File: config.mk
export PLATFORM = sky130hd
export DESIGN_NAME = dma_irq_signal
export DESIGN_NICKNAME = d
export VERILOG_FILES = /design/src/rtl/dma_irq_signal.sv
export SDC_FILE = /design/constraint.sdc
export NUM_CORES = 1
export LEC_CHECK = 0
export CAP_MARGIN = 20
export CORE_MARGIN = 3
export CORE_UTILIZATION = 30
export CTS_CLUSTER_SIZE = 14
export DETAILED_ROUTE_END_ITERATION = 7
export HOLD_SLACK_MARGIN = 0.1
export SYNTH_ARGS = -nofsm -noshare
export SYNTH_HDL_FRONTEND = slang
export SYNTH_SLANG_ARGS = --single-unit
File: constraint.sdc
create_clock -name clk -period 4.2 [get_ports clk]
set_clock_uncertainty 0.2 [all_clocks]
set_input_delay 1.26 -clock clk [delete_from_list [all_inputs] [get_ports clk]]
set_output_delay 1.26 -clock clk [all_outputs]
set_load 0.005 [all_outputs]
File: src/rtl/dma_irq_signal.sv
module dma_irq_signal #(
  parameter int NCH = 4,
  parameter int CW  = 4
) (
  input  logic           clk,
  input  logic           rst_n,
  input  logic [NCH-1:0] evt_norm,
  input  logic [NCH-1:0] evt_abort,
  input  logic           reg_wr,
  input  logic [1:0]     reg_addr,
  input  logic [31:0]    reg_wdata,
  output logic [31:0]    reg_rdata,
  output logic           irq_pin,
  output logic           mw_req,
  output logic [31:0]    mw_addr,
  output logic [31:0]    mw_data,
  input  logic           mw_ready
);
  localparam int SW = 2 * NCH;
  localparam logic [CW-1:0] CMAX = {CW{1'b1}};
  localparam logic [31:0] ADDR_RST = 32'hFEE0_0000;

  logic          msi_en;
  logic [2:0]    mme;
  logic [31:0]   addr_q, data_q;
  logic [SW-1:0] stat_q;
  logic [CW-1:0] a_cnt, n_cnt;
  logic          req_q;
  logic [31:0]   req_addr, req_data;

  wire wr_ctrl = reg_wr && reg_addr == 2'd0;
  wire wr_addr = reg_wr && reg_addr == 2'd1;
  wire wr_data = reg_wr && reg_addr == 2'd2;
  wire wr_stat = reg_wr && reg_addr == 2'd3;

  wire two_msg = mme != 3'd0;
  wire hit_a   = msi_en && (|evt_abort);
  wire hit_n   = msi_en && (|evt_norm);
  wire pick_a  = a_cnt != '0;
  wire load    = msi_en && !req_q && (pick_a || n_cnt != '0);
  wire dec_a   = load && pick_a;
  wire dec_n   = load && !pick_a;

  always_ff @(posedge clk or negedge rst_n) begin
    if (!rst_n) begin
      msi_en <= 1'b0;
      mme    <= 3'd0;
      addr_q <= ADDR_RST;
      data_q <= 32'd0;
    end else begin
      if (wr_ctrl) begin
        msi_en <= reg_wdata[0];
        mme    <= reg_wdata[3:1];
      end
      if (wr_addr && reg_wdata[31:20] == 12'hFEE) addr_q <= reg_wdata;
      if (wr_data) data_q <= reg_wdata;
    end
  end

  always_ff @(posedge clk or negedge rst_n) begin
    if (!rst_n) stat_q <= '0;
    else stat_q <= (stat_q & ~(wr_stat ? reg_wdata[SW-1:0] : '0)) | {evt_abort, evt_norm};
  end

  always_ff @(posedge clk or negedge rst_n) begin
    if (!rst_n) begin
      a_cnt <= '0;
      n_cnt <= '0;
    end else if (!msi_en) begin
      a_cnt <= '0;
      n_cnt <= '0;
    end else begin
      if (hit_a && !dec_a && a_cnt != CMAX) a_cnt <= a_cnt + 1'b1;
      else if (!hit_a && dec_a)             a_cnt <= a_cnt - 1'b1;
      if (hit_n && !dec_n && n_cnt != CMAX) n_cnt <= n_cnt + 1'b1;
      else if (!hit_n && dec_n)             n_cnt <= n_cnt - 1'b1;
    end
  end

  always_ff @(posedge clk or negedge rst_n) begin
    if (!rst_n) begin
      req_q    <= 1'b0;
      req_addr <= 32'd0;
      req_data <= 32'd0;
    end else if (load) begin
      req_q    <= 1'b1;
      req_addr <= addr_q;
      req_data <= two_msg ? {data_q[31:1], pick_a} : data_q;
    end else if (req_q && mw_ready) begin
      req_q <= 1'b0;
    end
  end

  always_comb begin
    case (reg_addr)
      2'd0:    reg_rdata = {28'd0, mme, msi_en};
      2'd1:    reg_rdata = addr_q;
      2'd2:    reg_rdata = data_q;
      default: reg_rdata = 32'(stat_q);
    endcase
  end

  assign irq_pin = !msi_en && (|stat_q);
  assign mw_req  = req_q;
  assign mw_addr = req_addr;
  assign mw_data = req_data;

  p_hold_r8: assert property (@(posedge clk) disable iff (!rst_n)
    mw_req && !mw_ready |=> mw_req && $stable(mw_addr) && $stable(mw_data));

  p_addr_range_r2: assert property (@(posedge clk) disable iff (!rst_n)
    addr_q[31:20] == 12'hFEE);

  p_msg_enabled_r5: assert property (@(posedge clk) disable iff (!rst_n)
    $rose(mw_req) |-> $past(msi_en));

  p_set_lands_r3: assert property (@(posedge clk) disable iff (!rst_n)
    (|{evt_abort, evt_norm}) |=>
      ((stat_q & $past({evt_abort, evt_norm})) == $past({evt_abort, evt_norm})));

  p_abort_first_r7: assert property (@(posedge clk) disable iff (!rst_n)
    $rose(mw_req) && $past(two_msg && a_cnt != '0) |-> mw_data[0]);

  p_no_overflow_r9: assert property (@(posedge clk) disable iff (!rst_n)
    a_cnt == CMAX |-> !hit_a);
endmodule

==> results_dict.tcl <==
set metrics [dict create \
    yosys_most_used_dff "dfrtp_1" \
    synth_seq_area_share_pct 56.3 \
    p_comb_share_pct 31.2 \
    grt_pass1_vias 4713 \
    synthXorXnorAreaFrac_pct 0.264 \
    dp.cells 856 \
    p_seq_share_pct 38.5 \
    slew_headroom_pct 47.4 \
    synth_cells 446 \
    grt_pass1_wl_um 27700 \
    internal_power_mw 3.58 \
    root_buffer "clkbuf_16" \
    antenna_left 0 \
    wl_per_cell_um 19.4 \
    ys.warnings.count 0 \
    ctsHtreeMaxLevel 4 \
    rsz0062_at_grt "no" \
    grt.total_usage_pct 14.9 \
    synth_nets 498 \
    cts.path.max_buffers 2 \
    slew_violations 0 \
    nNetsFinal 657 \
    async_flop_share_pct 100 \
    ff2ff_path_depth 8 \
    ys_seq_elements 149 \
    io_buffer_count 143 \
    grt_start_max_net_pins 77 \
    cp_max_fo 5 \
    synth_edf_count 0 \
    p_total_mw 5.01 \
    min_from "mw_addr[4]$_DFFE_PN0N_" \
    path_class "input port to output port" \
    drt_iter0_drc 142 \
    hold_path_depth 1 \
    worstSetupStartpoint "reg_addr[1]" \
    antenna_found_initial 0 \
    drt-vias-per-instance 4.81 \
    drive_above_1_share_pct 34.3 \
    cap_violations 0 \
    dr.pass1.iters 4 \
    p_per_area_nw_per_um2 547 \
    cts_tree "done" \
    outcome "finished, final reports clean" \
    place_hpwl_um 11500 \
    gp_congestion 0.787 \
    power.leakage_nw 4.01 \
    clk_latency_ns 0.42 \
    tightestPinTransition_ns 0.781 \
    die-area_um2 24000 \
    power.share.switching_pct 28.6 \
    fillers 1957 \
    worst_setup_path_end_kind "output port" \
    power_frac_clock_pct 30.3 \
    fin_crit_ns 4.11 \
    synth_area_um2 6650 \
    rows 53 \
    utilization_pct 42.8 \
    fmax_mhz 243 \
    synth_compound_area_share_pct 6.53 \
    synth_top_family_by_area "multiplexers" \
    num_vias 4294 \
    ir_drop_v 0.000259 \
    switching_power_mw 1.43 \
    hold_violations 0 \
    worst-endpoint-required_ns 2.74 \
    muxShareOfSynthArea_pct 26.5 \
    post-route-drc-count 0 \
    die_w_um 155 \
    register_area_um2 3740 \
    synthAdderAreaFrac_pct 1.36 \
    critPathLaunchType "input port" \
    min_path_type "register to register" \
    syn_area_per_cell_um2 14.9 \
    grt-ovfl-total 0 \
    routed_wl_um 17300 \
    numCtsBuffers 17 \
    yosysUniqueCellTypes 45 \
    multiInputGateArea_um2 2750 \
    start_util_pct 31.0 \
    diodes 0 \
    clock-sinks 149 \
    instances_no_fill 893 \
    die_y_um 155 \
    io_pins 144 \
    r2r_start "a_cnt[0]$_DFFE_PN0P_" \
    synth_simple_gate_area_share_pct 6.36 \
    setup_violations 0 \
    finalCritPeriodShare_pct 97.9 \
    fin_hold_ws_ns 0.308 \
    critical_path_arrival_ns 2.65 \
    clkSlewWorstSetupHoldPaths_ns 0.06 \
    core_area_um2 21400 \
    area_growth_pct 37.9 \
]
[state kept, by name, summed over array words and instances (netlist names)]
signal,count
mme,3
data_q,32
mw_addr,32
mw_data,32
a_cnt,4
mw_req,1
msi_en,1
addr_q,32
n_cnt,4
stat_q,8
[synth_stat cells (4+ instances only)]
| cell type | number | area share (%) |
|---|---|---|
| mux4_2 | 4 | 1.4 |
| ha_1 | 4 | 0.75 |
| dfrtp_1 | 139 | 52 |
| mux2i_1 | 10 | 1.5 |
| a21o_1 | 10 | 1.1 |
| mux2_2 | 73 | 12 |
| a22o_1 | 28 | 3.7 |
| nor2b_1 | 5 | 0.47 |
| or2_2 | 11 | 1.0 |
| nand2b_1 | 4 | 0.38 |
| nand2_1 | 21 | 1.2 |
| mux2_4 | 49 | 11 |
| clkbuf_1 | 6 | 0.34 |
| nand3_1 | 5 | 0.38 |
| dfstp_2 | 10 | 4.0 |
| inv_1 | 8 | 0.45 |
| buf_2 | 8 | 0.60 |
| buf_6 | 7 | 1.2 |
[critical path, cell delays in order]
cell,delay [ns]
buf_2,0.16
bufbuf_16,0.28
mux2_2,0.32
a22o_1,0.18
clkdlybuf4s50_1,0.44
[placed cells by master (no fill, tap or decap), types with 3 or more instances in the layout]
cell type | synthesis | final
a22o_1 | 28 | 28
o21ai_0 | 3 | 3
buf_12 | 0 | 6
nand2b_1 | 4 | 4
ha_1 | 4 | 4
nor4_1 | 3 | 3
mux2_2 | 73 | 73
a21o_1 | 10 | 10
mux2_4 | 49 | 49
nor2b_1 | 5 | 3
nand4b_1 | 3 | 3
dfstp_2 | 10 | 10
nand2_1 | 21 | 21
clkinv_2 | 0 | 3
a21oi_1 | 3 | 3
nor4_4 | 2 | 3
dfrtp_1 | 139 | 139
inv_1 | 8 | 8
mux2i_1 | 10 | 10
buf_4 | 0 | 12
or2_2 | 11 | 11
clkbuf_16 | 0 | 17
nor3_1 | 3 | 3
clkinv_4 | 0 | 3
clkdlybuf4s50_1 | 0 | 138
nand3_1 | 5 | 5
mux4_2 | 4 | 4
[timing repair]
action | CTS | global route
resized for setup | 12 | 1
buffers inserted | 2 | 0
cloned | 3 | 0
hold buffers | 0 | 0
endpoints found under the setup margin | 32 | 7
pin swaps | 1 | 0
[worst paths after layout]
kind	endpoint	slack, ns
max	reg_rdata[6]	0.09
min	mw_addr[4]$_DFFE_PN0N_	0.31
max reg2reg	a_cnt[3]$_DFFE_PN0P_	1.08
min reg2reg	mw_addr[4]$_DFFE_PN0N_	0.31
max in group asynchronous	stat_q[3]$_DFF_PN0_	2.30
min in group asynchronous	addr_q[1]$_DFFE_PN0P_	0.67
[cell families (layout without fill, tap and decap cells)]
family	Yosys count	in the layout
compound gates	53	53
xor+xnor	2	2
fa+ha+maj	6	6
buf+inv	32	204
flops	149	149
mux	137	137
simple gates	67	67
[metal layers]
layer	track usage [%]	vias to the layer above	wire length, µm
li1	-	1940	-
met5	0	-	0
met4	4.42	0	193
met2	22.8	115	8060
met1	20.7	2221	8200
met3	4.01	18	877
[power groups by stage]
stage	clock network (mW)	registers (mW)	logic [mW]
after floorplan	0	1.90	0.965
after global placement	0	1.94	1.53
after detailed placement	0	1.95	1.57
after CTS	1.56	1.93	1.60
after global routing	1.62	1.97	1.69
final	1.52	1.93	1.56
[per-stage QoR]
stage	setup slack (ns)	cell area, µm²	setup TNS (ns)
finish	0.0881	9170	0
global route	0.0456	9170	0
CTS	0.0159	9170	0
detailed placement	-0.265	8480	-7.05
global placement	-0.263	8480	-6.84
floorplan	0.613	6650	0
[final cells by class]
| cell class | instances | area share [%] |
|---|---|---|
| sequential | 149 | 40.8 |
| multi-input combinational | 265 | 30.0 |
| timing repair buffer | 164 | 18.7 |
| clock buffer | 21 | 5.02 |
| tap | 275 | 3.75 |
| clock inverter | 11 | 1.36 |
| inverter | 8 | 0.328 |
No activity file was read; power rests on OpenSTA's default activity.
